<file path="src/rtl/evt_timer_global.sv">
module evt_timer_global #(
  parameter int          NTIMERS    = 3,
  parameter int          CNT_W      = 64,
  parameter int          APIC_LINES = 24,
  parameter int          PIC_LINES  = 16,
  parameter int          AW         = 12,
  parameter logic [31:0] TICK_FS    = 32'h0429B17F,
  parameter logic [15:0] VENDOR     = 16'h8086,
  parameter logic [7:0]  REV        = 8'h01
) (
  input  logic                  clk,
  input  logic                  rst_n,
  input  logic                  acc_wr,
  input  logic [AW-1:0]         acc_addr,
  input  logic [63:0]           acc_wdata,
  output logic [63:0]           acc_rdata,
  output logic [PIC_LINES-1:0]  pic_irq,
  output logic [APIC_LINES-1:0] apic_irq
);
  localparam logic [63:0] CAP = {TICK_FS, VENDOR, 1'b1, 1'b0, 1'b1, 5'(NTIMERS - 1), REV};
  localparam logic [AW-1:0] A_CAP = AW'(12'h000);
  localparam logic [AW-1:0] A_CFG = AW'(12'h010);
  localparam logic [AW-1:0] A_STS = AW'(12'h020);
  localparam logic [AW-1:0] A_CNT = AW'(12'h0F0);

  logic               en, leg;
  logic [CNT_W-1:0]   cnt;
  logic [CNT_W-1:0]   cmp   [NTIMERS];
  logic [4:0]         route [NTIMERS];
  logic [NTIMERS-1:0] lvl, sts, pulse, hit, req, wr_tcfg, wr_tcmp;

  wire wr_cfg = acc_wr && acc_addr == A_CFG;
  wire wr_sts = acc_wr && acc_addr == A_STS;
  wire wr_cnt = acc_wr && acc_addr == A_CNT;

  always_comb begin
    for (int n = 0; n < NTIMERS; n++) begin
      wr_tcfg[n] = acc_wr && acc_addr == AW'(256 + 32 * n);
      wr_tcmp[n] = acc_wr && acc_addr == AW'(264 + 32 * n);
      hit[n]     = en && cnt == cmp[n];
      req[n]     = en && (lvl[n] ? sts[n] : pulse[n]);
    end
  end

  always_ff @(posedge clk) begin
    if (!rst_n) begin
      en    <= 1'b0;
      leg   <= 1'b0;
      cnt   <= '0;
      sts   <= '0;
      pulse <= '0;
      lvl   <= '0;
      for (int n = 0; n < NTIMERS; n++) begin
        cmp[n]   <= '1;
        route[n] <= '1;
      end
    end else begin
      if (wr_cfg) {leg, en} <= acc_wdata[1:0];
      if (en) cnt <= cnt + 1'b1;
      else if (wr_cnt) cnt <= acc_wdata[CNT_W-1:0];
      sts   <= (sts & ~(wr_sts ? acc_wdata[NTIMERS-1:0] : '0)) | hit;
      pulse <= hit;
      for (int n = 0; n < NTIMERS; n++) begin
        if (wr_tcfg[n]) begin
          lvl[n]   <= acc_wdata[8];
          route[n] <= acc_wdata[4:0];
        end
        if (wr_tcmp[n]) cmp[n] <= acc_wdata[CNT_W-1:0];
      end
    end
  end

  always_comb begin
    pic_irq  = '0;
    apic_irq = '0;
    for (int n = 0; n < NTIMERS; n++) begin
      if (leg && n == 0) begin
        pic_irq[0]  = pic_irq[0]  | req[n];
        apic_irq[2] = apic_irq[2] | req[n];
      end else if (leg && n == 1) begin
        pic_irq[8]  = pic_irq[8]  | req[n];
        apic_irq[8] = apic_irq[8] | req[n];
      end else if (32'(route[n]) < APIC_LINES) begin
        apic_irq[route[n]] = apic_irq[route[n]] | req[n];
      end
    end
  end

  always_comb begin
    acc_rdata = '0;
    case (acc_addr)
      A_CAP:   acc_rdata = CAP;
      A_CFG:   acc_rdata = {62'd0, leg, en};
      A_STS:   acc_rdata = 64'(sts);
      A_CNT:   acc_rdata = 64'(cnt);
      default: ;
    endcase
    for (int n = 0; n < NTIMERS; n++) begin
      if (acc_addr == AW'(256 + 32 * n)) acc_rdata = 64'({lvl[n], 3'b000, route[n]});
      if (acc_addr == AW'(264 + 32 * n)) acc_rdata = 64'(cmp[n]);
    end
  end

  p_run_r1: assert property (@(posedge clk) disable iff (!rst_n)
    en |=> cnt == $past(cnt) + 1'b1);
  p_hold_r1: assert property (@(posedge clk) disable iff (!rst_n)
    (!en && !wr_cnt) |=> cnt == $past(cnt));
  p_load_r9: assert property (@(posedge clk) disable iff (!rst_n)
    (!en && wr_cnt) |=> cnt == $past(acc_wdata[CNT_W-1:0]));
  p_quiet_r2: assert property (@(posedge clk) disable iff (!rst_n)
    !en |-> (pic_irq == '0 && apic_irq == '0));
  p_keep_r3: assert property (@(posedge clk) disable iff (!rst_n)
    !wr_sts |=> (sts & $past(sts)) == $past(sts));
  p_nopic_r5: assert property (@(posedge clk) disable iff (!rst_n)
    !leg |-> pic_irq == '0);
  p_fixed_r4: assert property (@(posedge clk) disable iff (!rst_n)
    (en && leg) |-> $countones(pic_irq) <= 2);
endmodule

</file>
<file path="config.mk">
export PLATFORM = sky130hd
export DESIGN_NAME = evt_timer_global
export DESIGN_NICKNAME = d
export VERILOG_FILES = /design/src/rtl/evt_timer_global.sv
export SDC_FILE = /design/constraint.sdc
export NUM_CORES = 1
export LEC_CHECK = 0
export BUFFER_PORTS_ARGS = -buffer_cell sky130_fd_sc_hd__buf_2
export CAP_MARGIN = 15
export CORE_MARGIN = 2
export CORE_UTILIZATION = 50
export DETAILED_ROUTE_END_ITERATION = 7
export PLACE_DENSITY = 0.7
export SLEW_MARGIN = 30
export SYNTH_ARGS = -nofsm -noshare
export SYNTH_HDL_FRONTEND = slang
export SYNTH_SLANG_ARGS = --single-unit
export TNS_END_PERCENT = 20
</file>
<file path="constraint.sdc">
create_clock -name clk -period 4.55 [get_ports clk]
set_input_delay 0.455 -clock clk [delete_from_list [all_inputs] [get_ports clk]]
set_output_delay 0.455 -clock clk [all_outputs]
set_load 0.02 [all_outputs]
</file>
### After elaboration in Yosys (flattened, before gate mapping)

Memories as Yosys holds them, arrays and structs flattened.
Cells that the tools add are included.

| storage, ports and cells | value |
|---|---|
| register bits | 75 |
| memory bits (writable) | 207 |
| memory bits (read-only) | 32 |
| logic and storage cells | 129 |
| memories kept | 3 |

| cells by class | value |
|---|---|
| add/sub/neg operators | 1 |
| magnitude comparators | 9 |
| eq/ne operators | 12 |
| multiplexer cells | 62 |
| bitwise operators | 14 |
| reduce and logical (&&, ||, !) cells | 20 |

Memories:

| memory | depth | bits a word | read ports | clocked after Yosys merged registers in | wr ports | line | source |
|---|---|---|---|---|---|---|---|
| cmp | 3 | 64 | 3 | 0 | 3 | 28 | `logic [CNT_W-1:0] cmp [NTIMERS];` |
| (name not given) | 32 | 1 | 1 | 0 | 0 | 84 | `apic_irq[route[n]] = apic_irq[route[n]] \| req[n];` |
| route | 3 | 5 | 3 | 0 | 3 | 29 | `logic [4:0] route [NTIMERS];` |

Operators with widths:

| kind | number |
|---|---|
| $mux W64 | 11 |
| $pmux W64 S4 | 1 |
| $eq A64 B64 Y1 | 3 |
| $eq A12 B9 Y1 const B | 6 |
| $mux W24 | 3 |
| $add A64 B1 Y64 const B | 1 |
| $bwmux W24 | 2 |
| $mux W1 | 32 |
| $and A24 B24 Y24 | 1 |
| $mux W21 | 1 |
| $logic_and A1 B1 Y1 | 18 |
| $lt A5 B6 Y1 const B | 3 |
| $demux W1 S5 | 3 |
| $ge A5 B1 Y1 const B | 3 |
| $lt A5 B5 Y1 const B | 3 |
| $mux W15 | 1 |
| $mux W5 | 3 |
| $eq A12 B5 Y1 const B | 1 |
| $eq A12 B6 Y1 const B | 1 |
| $eq A12 B8 Y1 const B | 1 |
| $logic_not A12 Y1 | 1 |
| $bmux W1 S5 | 2 |
| $or A1 B1 Y1 | 10 |
| $mux W8 | 1 |
| 6 further kinds | 6 |

### Logic depth before layout (Yosys ltp)

An unclocked memory read counts as a cell.

| depth | value |
|---|---|
| depth after elaboration | 19 |
| mapped depth | 13 |

### Worst setup path after synthesis

No wires, ideal clock.

| timing path | value |
|---|---|
| path type | in2reg |
| start point | input port acc_addr[11] |
| end point | memory cmp[2][0] (netlist: cmp[0][128]) (enable) |
| setup time | 0.423 ns |
| data arrival time | 3.694 ns |
| path slack | 0.432 ns |
| cell stages on the path | 11 |
| path buffers | 4 |
| path through | nor4_1 nand2_1 nor2_1 and4_1 clkbuf_1 and2_1 clkbuf_1 clkbuf_1 buf_1 nand2_1 nand2_1 |

RTL lines:

| what | line | source |
|---|---|---|
| from (decl) | 14 | `input logic [AW-1:0] acc_addr,` |
| to (decl) | 28 |  |

==> reports/summary.json <==
{
  "initial_core_util": {"value": 0.505},
  "whs_path_depth": {"value": 3},
  "drv_slew": {"value": 0},
  "first_pass_grt_wire_length": {"value": 97000, "unit": "um"},
  "avgSynthCellArea": {"value": 9.77, "unit": "sq um"},
  "synth.yosys.seq_area_share": {"value": 0.446},
  "grt_setup_unrepaired": {"value": "false"},
  "clk_transition_reported_paths": {"value": 60, "unit": "ps"},
  "grt_usage": {"value": 0.361},
  "synth_area": {"value": 0.0173, "unit": "sq mm"},
  "clock-root-buffer": {"value": "clkbuf_16"},
  "layout_worst_path_cycle_share": {"value": 0.965},
  "die_boundary_height": {"value": 190, "unit": "um"},
  "highest_count_cells_in_the_layout_ignoring_fill_and_taps": {"value": "207 x edfxtp_1, 168 x buf_2, 155 x nand2_1"},
  "worst_hold_slack": {"value": 136, "unit": "ps"},
  "final_period_minus_worst_setup_slack": {"value": 4390, "unit": "ps"},
  "clock_power_share": {"value": 0.439},
  "clockBufferDepth": {"value": 3},
  "clock_tree.htree_level_count": {"value": 1},
  "wl_per_cell": {"value": 28.3, "unit": "um"},
  "cell_pwr_density": {"value": 306, "unit": "mW/mm^2"},
  "yosys_register_bits": {"value": 282},
  "internal_power": {"value": 4.54, "unit": "mW"},
  "holdCritPathClass": {"value": "input pin to flop"},
  "final-setup-viol-count": {"value": 0},
  "drt.antenna.violating_nets": {"value": 0},
  "clock.fmax": {"value": 228, "unit": "MHz"},
  "power.combinational.fraction": {"value": 0.070},
  "insertedDiodeCount": {"value": 0},
  "via_per_inst": {"value": 6.71},
  "detail_route.drc_violations": {"value": 5},
  "design.final.nets": {"value": 1955},
  "finish.cell_count_without_fillers": {"value": 2355},
  "first_pass_iters": {"value": 8},
  "yosys_warnings": {"value": 0},
  "cts_tree": {"value": "yes"},
  "count_of_different_cell_masters_after_synthesis": {"value": 86},
  "fraction_of_registers_with_async_set_or_reset_after_synthesis": {"value": 0},
  "worstPathCellList": {"value": "or3b_1 > nor2_1 > and4b_1 > nor3_2 > nand3_2 > o41ai_1 > a211o_1 > and4_1 > buf_4 > o31ai_1 > buf_2"},
  "largest_net_degree_at_the_start_of_global_routing": {"value": 65},
  "placedCellCount": {"value": 2290},
  "worst_setup_path_start_kind": {"value": "flop"},
  "pre_cts_slack": {"value": 683, "unit": "ps"},
  "layout.cells.most_common": {"value": "edfxtp_1"},
  "layout-area-overhead-vs-synth": {"value": 13.7, "unit": "%"},
  "violations": {"value": "design-rule violations"},
  "syn-instance-count": {"value": 1770},
  "critical_path.max_stage_delay": {"value": 620, "unit": "ps"},
  "power.ir.vdd_worst": {"value": 0.281, "unit": "mV"},
  "die_width": {"value": 190, "unit": "um"},
  "vias": {"value": 15791},
  "clock-sinks": {"value": 282},
  "slowest_stage": {"value": "edfxtp_1"},
  "overflow": {"value": 0},
  "post-dp-hpwl": {"value": 49100, "unit": "um"},
  "maximum_fanout_encountered_on_the_critical_timing_path": {"value": 16},
  "routed_wirelength": {"value": 66600, "unit": "um"},
  "timing.max_cap.violations": {"value": 0},
  "dieArea": {"value": 0.0361, "unit": "sq mm"},
  "initial_antenna_violation_count": {"value": 1},
  "first_global_vias": {"value": 14554},
  "timing.clock.skew": {"value": 26.0, "unit": "ps"},
  "synth_enable_flop_cells": {"value": 207},
  "worst-r2r-cell-count": {"value": 8},
  "sum_of_negative_setup_slack": {"value": 0, "unit": "ps"},
  "worst-setup-path-type": {"value": "flop to primary output"},
  "crit_required": {"value": 4090, "unit": "ps"},
  "critical_path.endpoint_type": {"value": "primary output"},
  "post-route-worst-setup-slack": {"value": 158, "unit": "ps"},
  "pwr-share-seq": {"value": 0.491},
  "clkLatencyLatePin": {"value": 600, "unit": "ps"},
  "maxSlewHeadroom": {"value": 0.321},
  "tritoncts.num_buffers": {"value": 31},
  "power.switching_fraction": {"value": 0.246},
  "arrival": {"value": 3940, "unit": "ps"},
  "gp_routability_congestion": {"value": 1.05},
  "finalHoldViolations": {"value": 0},
  "drt_iter0_markers": {"value": 2218},
  "synth_top_flop_cell": {"value": "edfxtp_1"},
  "port_buffers": {"value": 168},
  "core_area": {"value": 0.0343, "unit": "sq mm"},
  "worst_pin_slew": {"value": 1010, "unit": "ps"},
  "switching_power": {"value": 1.48, "unit": "mW"},
  "io-pin-count": {"value": 183},
  "fill_cells": {"value": 2941},
  "core.rowCount": {"value": 68},
  "run_status": {"value": "finished, violations left"},
  "power.static_leakage": {"value": 7.54, "unit": "nW"},
  "fraction_of_final_layout_cells_with_drive_strength_greater_than_1": {"value": 0.195}
}
==> worst max-delay path, delay by kind of cell (launching register included) <==
family,cells,cell delay [ps]
flops,1,620
compound gates,3,840
simple gates,6,1490
buf+inv,2,390
==> state kept, by name (all words and copies together) (netlist names) <==
register,flops
cmp,192
cnt,64
en,1
leg,1
lvl,3
pulse,3
route,15
sts,3
==> synthesized netlist by cell type (42+ instances only) <==
master,count,area share
nor4_1,50,0.018
a21oi_1,60,0.017
xnor2_1,92,0.047
clkbuf_1,117,0.025
nand2_1,159,0.035
edfxtp_1,207,0.36
inv_1,50,0.011
a221o_1,71,0.041
nand3_1,57,0.016
nand2b_1,73,0.026
dfxtp_1,75,0.087
xor2_1,88,0.045
nor3_1,42,0.012
nor2_1,93,0.020
o21ai_0,54,0.016
==> layout make-up <==
type	instances	area, sq um	area share
Timing Repair Buffer	233	1400	0.0713
Multi-Input combinational cell	1277	8720	0.444
Clock buffer	41	853	0.0434
Clock inverter	17	208	0.0106
Sequential cell	282	7720	0.393
Tap cell	455	569	0.0290
Inverter	50	188	0.00955
==> path summary, 6_finish.rpt <==
check                 from      endpoint  slack, ps
max            route[0][7]  apic_irq[21]        160
min          acc_wdata[34]       cnt[34]        140
max reg2reg        cnt[11]       cnt[63]       1270
min reg2reg         lvl[0]        lvl[0]        520
==> cells by family (layout without fill, tap and decap cells) <==
family / count (synthesis) / in the layout / synth area share
AOI/OAI and AO/OA: 418 / 418 / 0.188
xor gates and xnor gates: 180 / 180 / 0.0911
adders and majority gates: 1 / 1 / 0.000723
buffers and inverters: 224 / 341 / 0.0557
DFF: 282 / 282 / 0.446
muxes: 56 / 56 / 0.0356
other: 1 / 14 / 0.000217
and+or+nand+nor: 608 / 608 / 0.182
==> power groups by stage <==
stage	clock, mW	combinational (mW)	sequential (mW)
floorplan	0	0.233	2.96
global placement	0	0.400	3.00
detailed placement	0	0.397	3.00
CTS	2.63	0.399	2.95
global route	2.72	0.435	2.96
finish	2.64	0.419	2.95
==> repair_timing <==
action,CTS,global route
resized for setup,0,1
buffers inserted,0,7
hold buffers,0,0
endpoints found under the setup margin,0,4
==> metrics by stage <==
stage / power, mW / area, sq um / utilization
after floorplan: 3.19 / 17300 / -
after global placement: 3.40 / 18500 / 0.541
after detailed placement: 3.40 / 18500 / 0.541
after CTS: 5.98 / 19600 / 0.572
after global routing: 6.12 / 19700 / 0.573
final: 6.01 / 19700 / 0.573
==> routing by layer <==
layer | share of wire | track usage
met2 | 0.42 | 0.531
met1 | 0.41 | 0.531
met5 | 0 | 0
met4 | 0.039 | 0.120
met3 | 0.13 | 0.0734
Power figures use the tool's default switching activity.
